File: config.mk
export PLATFORM = sky130hd
export DESIGN_NAME = ocp_sequencer
export DESIGN_NICKNAME = d
export VERILOG_FILES = /design/src/rtl/ocp_pkg.sv /design/src/rtl/ocp_persist_timer.sv /design/src/rtl/ocp_fault_fsm.sv /design/src/rtl/ocp_pin_drive.sv /design/src/rtl/ocp_sequencer.sv
export SDC_FILE = /design/constraint.sdc
export NUM_CORES = 1
export LEC_CHECK = 0
export CORE_MARGIN = 2
export CORE_UTILIZATION = 49
export CTS_CLUSTER_SIZE = 40
export DETAILED_ROUTE_END_ITERATION = 12
export GPL_ROUTABILITY_DRIVEN = 0
export PLACE_DENSITY_LB_ADDON = 0.05
export SYNTH_ARGS = -nofsm -noshare
export SYNTH_HDL_FRONTEND = slang
export SYNTH_SLANG_ARGS = --single-unit
File: constraint.sdc
create_clock -name clk -period 3.56 [get_ports clk]
set_input_delay 1.068 -clock clk [delete_from_list [all_inputs] [get_ports clk]]
set_output_delay 1.068 -clock clk [all_outputs]
set_load 0.01 [all_outputs]
File: src/rtl/ocp_pkg.sv
package ocp_pkg;

    typedef enum logic [1:0] {
        ST_NORMAL  = 2'd0,
        ST_OVERCUR = 2'd1,
        ST_UNDERV  = 2'd2
    } ocp_state_e;

    // Completed-delay indications handed from the timers to the state machine
    typedef struct packed {
        logic lvl1;
        logic lvl2;
        logic lvl3;
        logic uv;
    } ocp_trip_t;

    // Counter width able to hold the value dly-1, never less than one bit
    function automatic int unsigned cnt_width(input int unsigned dly);
        int unsigned w;
        w = (dly > 1) ? $clog2(dly) : 1;
        return w;
    endfunction

    function automatic logic in_fault(input ocp_state_e s);
        return (s != ST_NORMAL);
    endfunction

endpackage

File: src/rtl/ocp_persist_timer.sv
module ocp_persist_timer #(
    parameter int unsigned DLY = 4
) (
    input  logic clk,
    input  logic rst,
    input  logic clr,
    input  logic run,
    output logic elapsed
);
    localparam int unsigned CW = ocp_pkg::cnt_width(DLY);
    localparam logic [CW-1:0] LAST = CW'(DLY - 1);

    logic [CW-1:0] cnt;

    // Counts consecutive edges with run high, saturating at the last value
    always_ff @(posedge clk) begin
        if (rst || clr || !run) begin
            cnt <= '0;
        end else if (cnt != LAST) begin
            cnt <= cnt + 1'b1;
        end
    end

    // High on the edge that completes DLY consecutive run cycles, and after
    assign elapsed = run && (cnt == LAST);

endmodule

File: src/rtl/ocp_fault_fsm.sv
module ocp_fault_fsm
    import ocp_pkg::*;
(
    input  logic       clk,
    input  logic       rst,
    input  ocp_trip_t  trip,
    input  logic       load_gone,
    input  logic       uv_flag,
    output ocp_state_e st,
    output logic       tmr_clr
);
    ocp_state_e st_nxt;
    logic       oc_hit;

    assign oc_hit = trip.lvl1 | trip.lvl2 | trip.lvl3;

    always_comb begin
        st_nxt = st;
        unique case (st)
            ST_NORMAL: begin
                // Overcurrent outranks undervoltage on a shared edge
                if (oc_hit)       st_nxt = ST_OVERCUR;
                else if (trip.uv) st_nxt = ST_UNDERV;
            end
            ST_OVERCUR: if (load_gone) st_nxt = ST_NORMAL;
            ST_UNDERV:  if (!uv_flag)  st_nxt = ST_NORMAL;
            default:    st_nxt = ST_NORMAL;
        endcase
    end

    always_ff @(posedge clk) begin
        if (rst) st <= ST_NORMAL;
        else     st <= st_nxt;
    end

    // Timers stay empty while a fault is latched, so a fresh delay follows release
    assign tmr_clr = in_fault(st);

endmodule

File: src/rtl/ocp_pin_drive.sv
module ocp_pin_drive
    import ocp_pkg::*;
#(
    parameter bit ACT_HIGH = 1'b0
) (
    input  ocp_state_e st,
    output logic       drv_en,
    output logic       drv_lvl,
    output logic       sense_pd
);
    logic fault;

    assign fault    = in_fault(st);
    assign sense_pd = fault;
    assign drv_lvl  = 1'b0;

    generate
        if (ACT_HIGH) begin : g_pol_high
            // Normal: pad pulled low; fault: pad released
            assign drv_en = !fault;
        end else begin : g_pol_low
            // Normal: pad released; fault: pad pulled low
            assign drv_en = fault;
        end
    endgenerate

endmodule

File: src/rtl/ocp_sequencer.sv
module ocp_sequencer
    import ocp_pkg::*;
#(
    parameter int unsigned L1_EXP   = 6,
    parameter int unsigned L2_EXP   = 2,
    parameter int unsigned L3_DLY   = 1,
    parameter int unsigned UV_DLY   = 17,
    parameter bit          L3_EN    = 1'b1,
    parameter bit          ACT_HIGH = 1'b0
) (
    input  logic       clk,
    input  logic       rst,
    input  logic       oc1_flag,
    input  logic       oc2_flag,
    input  logic       oc3_flag,
    input  logic       uv_flag,
    input  logic       load_gone,
    output logic       drv_en,
    output logic       drv_lvl,
    output logic       sense_pd,
    output logic [1:0] state
);
    localparam int unsigned L1_DLY = 1 << L1_EXP;
    localparam int unsigned L2_DLY = 1 << L2_EXP;

    ocp_trip_t  trip;
    ocp_state_e st;
    logic       tmr_clr;
    logic       lvl1_run;
    logic       lvl2_run;
    logic       lvl3_run;
    logic       lvl2_done;

    assign lvl1_run = oc1_flag;
    assign lvl2_run = oc1_flag | oc2_flag;
    assign lvl3_run = oc3_flag & L3_EN;

    ocp_persist_timer #(.DLY(L1_DLY)) u_t1 (
        .clk(clk), .rst(rst), .clr(tmr_clr), .run(lvl1_run), .elapsed(trip.lvl1)
    );

    // Started by level 1; level 2 only qualifies the completed window
    ocp_persist_timer #(.DLY(L2_DLY)) u_t2 (
        .clk(clk), .rst(rst), .clr(tmr_clr), .run(lvl2_run), .elapsed(lvl2_done)
    );
    assign trip.lvl2 = lvl2_done & oc2_flag;

    ocp_persist_timer #(.DLY(L3_DLY)) u_t3 (
        .clk(clk), .rst(rst), .clr(tmr_clr), .run(lvl3_run), .elapsed(trip.lvl3)
    );

    ocp_persist_timer #(.DLY(UV_DLY)) u_tu (
        .clk(clk), .rst(rst), .clr(tmr_clr), .run(uv_flag), .elapsed(trip.uv)
    );

    ocp_fault_fsm u_fsm (
        .clk(clk), .rst(rst), .trip(trip), .load_gone(load_gone),
        .uv_flag(uv_flag), .st(st), .tmr_clr(tmr_clr)
    );

    ocp_pin_drive #(.ACT_HIGH(ACT_HIGH)) u_pin (
        .st(st), .drv_en(drv_en), .drv_lvl(drv_lvl), .sense_pd(sense_pd)
    );

    assign state = st;

endmodule

==> reports/qor.tcl, run 1 <==
set qor(total_routed_wirelength_um) 1240
set qor(sw_share) 0.216
set qor(cts_tree) {yes}
set qor(finalClockSkew_ns) 0.000697
set qor(vias) 581
set qor(run_status) {finished clean}
set qor(path_clk_slew_ns) 0.09
set qor(drt_first_iter_violations) 12
set qor(synth-main-ff-cell) {sky130_fd_sc_hd__dfxtp_1}
set qor(clock_power_share) 0.343
set qor(numClockSinks) 16
set qor(final-max-slew-violation-count) 0
set qor(diodes) 0
set qor(chipHeight_um) 43.0
set qor(fin_hold_ws_ns) 0.491
set qor(num_rows) 14
set qor(seq_area_um2) 320
set qor(start_kind) {flip-flop}
set qor(power_per_cell_area_nw_per_um2) 381
set qor(netlist_area_um2) 747
set qor(maximum_clock_frequency_ghz) 0.398
set qor(min_period_ns) 2.51
set qor(fillers) 143
set qor(cts.htree.levels) 1
set qor(die-area_um2) 1850
set qor(power.share.combinational) 0.100
set qor(vias_per_cell) 5.33
set qor(hold_violations) 0
set qor(count_of_unique_library_cells_instantiated_by_yosys) 29
set qor(setup.worst_path.class) {flip-flop to primary output}
set qor(seq_power_share) 0.558
set qor(synth.yosys.warnings) 0
set qor(synth-async-reset-ratio) 0
set qor(ctsRootBufferMaster) {sky130_fd_sc_hd__clkbuf_4}
set qor(layout_worst_path_cycle_share) 0.705
set qor(p_leak_uw) 0.000334
set qor(clk_path_buf_depth) 2
set qor(io-pin-count) 12
set qor(dp.cells) 105
set qor(grt_pass1_wl_um) 2050
set qor(p_int_uw) 267
set qor(max_cap_viol_count) 0
set qor(postCtsSetupBuffers) 0
set qor(drtPass1Iterations) 4
set qor(cts_inserted_buffers) 3
set qor(vdd_drop_max_mv) 0.250
set qor(num-nets-final) 105
set qor(grt_max_degree) 10
set qor(fin_util) 0.606
set qor(globalRouteOverflowTotal) 0
set qor(global_route_usage_sum) 0.151
set qor(ctsResizeCount) 0
set qor(syn_avg_cell_area_um2) 9.34
set qor(drc) 0
set qor(arrival_ns) 1.44
set qor(max_stage_delay_ns) 0.49
set qor(number_of_enable_type_register_cells_in_the_synthesized_netlist) 0
set qor(rsz0062_at_grt) {no}
set qor(postSynthCellCount) 80
set qor(initial_core_util) 0.508
set qor(placement.io_buffers) 10
set qor(grt_antenna_before_repair) 0
set qor(p_switching_uw) 73.6
set qor(worst_ep_required_time_ns) 2.49
set qor(setup-violations-final) 0
set qor(cts.hold.buffers_added) 0
set qor(multi_input_comb_area_um2) 397
set qor(drive_above_1_share) 0.0860
set qor(wire_per_inst_um) 11.4
set qor(instances_no_fill) 109
set qor(core-area_um2) 1470
set qor(tns_ns) 0
set qor(fraction_of_the_yosys_area_taken_by_sequential_cells) 0.429
set qor(dieWidth_um) 43.0
set qor(vias_in_the_first_global_route) 513
set qor(critical_path_cell_by_cell) {or2_2 -> clkdlybuf4s50_1}
set qor(postRouteAntennaNets) 0
set qor(place.detailed.hpwl_um) 958
set qor(cp-end-kind) {primary output}
set qor(crit_path_max_fanout) 7
set qor(area_growth_syn_to_layout_pct) 19.4
set qor(ff2ff_setup_slack_ns) 2.14
set qor(crit_path_top_delay_cell) {sky130_fd_sc_hd__clkdlybuf4s50_1}
set qor(timing.hold.worst.class) {flip-flop to flip-flop}
set qor(yosys_register_bits) 16
set qor(clock_insertion_delay_worst_skew_ns) 0.28
[per-layer routing]
metal  up-vias  GRT usage  share of wire
li1        309          -              -
met1       266      0.175           0.47
met2         4      0.248           0.50
met3         2     0.0255          0.018
met4         0      0.109         0.0080
met5         -          0              0
[area by class of cell]
| class | count | area share |
|---|---|---|
| Inverter | 5 | 0.0210 |
| Timing Repair Buffer | 10 | 0.112 |
| Sequential cell | 16 | 0.359 |
| Clock buffer | 4 | 0.0407 |
| Tap cell | 16 | 0.0224 |
| Multi-Input combinational cell | 58 | 0.445 |
[worst paths after layout]
kind | start | to | depth (start not counted)
worst max-delay path | u_fsm.st[0] | sense_pd | 2
worst min-delay path | u_t1.cnt[1] | u_t1.cnt[1] | 2
worst max register to register | u_t1.cnt[0] | u_fsm.st[0] | 4
worst min register to register | u_t1.cnt[1] | u_t1.cnt[1] | 2
[cells in the final DEF (no fill, tap or decap), types with 2 or more instances in the layout]
cell,Yosys,routed
sky130_fd_sc_hd__dfxtp_1,16,16
sky130_fd_sc_hd__clkdlybuf4s50_1,0,10
sky130_fd_sc_hd__nor2_1,8,8
sky130_fd_sc_hd__inv_1,5,5
sky130_fd_sc_hd__nand2_1,5,5
sky130_fd_sc_hd__o21ai_0,4,4
sky130_fd_sc_hd__nor3_1,4,4
sky130_fd_sc_hd__nand3_1,4,4
sky130_fd_sc_hd__xor2_1,4,4
sky130_fd_sc_hd__ha_1,4,4
sky130_fd_sc_hd__clkbuf_4,0,3
sky130_fd_sc_hd__xnor2_1,2,2
sky130_fd_sc_hd__mux2i_1,2,2
sky130_fd_sc_hd__a211oi_1,2,2
sky130_fd_sc_hd__a31oi_1,2,2
sky130_fd_sc_hd__a21oi_1,2,2
sky130_fd_sc_hd__conb_1,1,2
[power by group through the flow]
stage                     Sequential, uW  Clock, uW  Combinational (uW)
after CTS                            190        121                34.4
after global routing                 191        129                38.1
after detailed placement             194          0                34.3
final                                190        117                33.9
after floorplan                      193          0                20.3
after global placement               194          0                33.7
[per-stage QoR]
stage	cell area [um^2]	worst slack [ns]	total power, uW
global placement	856	1.10	228
detailed placement	856	1.07	228
CTS	892	1.04	345
finish	892	1.05	340
global route	892	0.994	357
floorplan	751	1.59	214
[flip-flops by register name (all words and copies together) (netlist names)]
| signal | cells |
|---|---|
| u_t1.cnt | 6 |
| u_fsm.st | 2 |
| u_t3.cnt | 1 |
| u_t2.cnt | 2 |
| u_tu.cnt | 5 |
[logic make-up after synthesis]
family | Yosys count | share of synthesized area
flops | 16 | 0.429
other cells | 1 | 0.00502
compound gates | 13 | 0.121
simple gates | 31 | 0.236
buf+inv | 7 | 0.0452
mux | 2 | 0.0268
xor+xnor | 6 | 0.0704
fa+ha+maj | 4 | 0.0670
[critical path, delay by kind of cell, from the launching register on]
family	cells	cell delay [ns]
buf+inv	1	0.49
simple gates	1	0.30
flops	1	0.37
[synthesized netlist by cell type, types with 2 or more instances]
cell	count	area share
sky130_fd_sc_hd__ha_1	4	0.067
sky130_fd_sc_hd__buf_4	2	0.020
sky130_fd_sc_hd__nand3_1	4	0.027
sky130_fd_sc_hd__o21ai_0	4	0.027
sky130_fd_sc_hd__xor2_1	4	0.047
sky130_fd_sc_hd__mux2i_1	2	0.027
sky130_fd_sc_hd__a211oi_1	2	0.020
sky130_fd_sc_hd__a21oi_1	2	0.013
sky130_fd_sc_hd__inv_1	5	0.025
sky130_fd_sc_hd__nor2_1	8	0.040
sky130_fd_sc_hd__xnor2_1	2	0.023
sky130_fd_sc_hd__nor3_1	4	0.027
sky130_fd_sc_hd__nand2_1	5	0.025
sky130_fd_sc_hd__a31oi_1	2	0.017
sky130_fd_sc_hd__dfxtp_1	16	0.43
No activity file was read; power rests on OpenSTA's default activity.
==> run 2, diff against run 1 <==
==> constraint.sdc (replaced) <==
create_clock -name clk -period 2.4 [get_ports clk]
set_input_delay 0.72 -clock clk [delete_from_list [all_inputs] [get_ports clk]]
set_output_delay 0.72 -clock clk [all_outputs]
set_load 0.01 [all_outputs]
==> results of run 2 <==
The final DEF is identical to that of run 1. Status: finished clean.
Main changes from that run: setup slack after placement 1.07 ns -> 0.262 ns; setup slack after layout 1.05 ns -> 0.236 ns; register-to-register setup slack 2.14 ns -> 0.98 ns; total power 340 uW -> 505 uW; worst IR drop on VDD 0.250 mV -> 0.370 mV
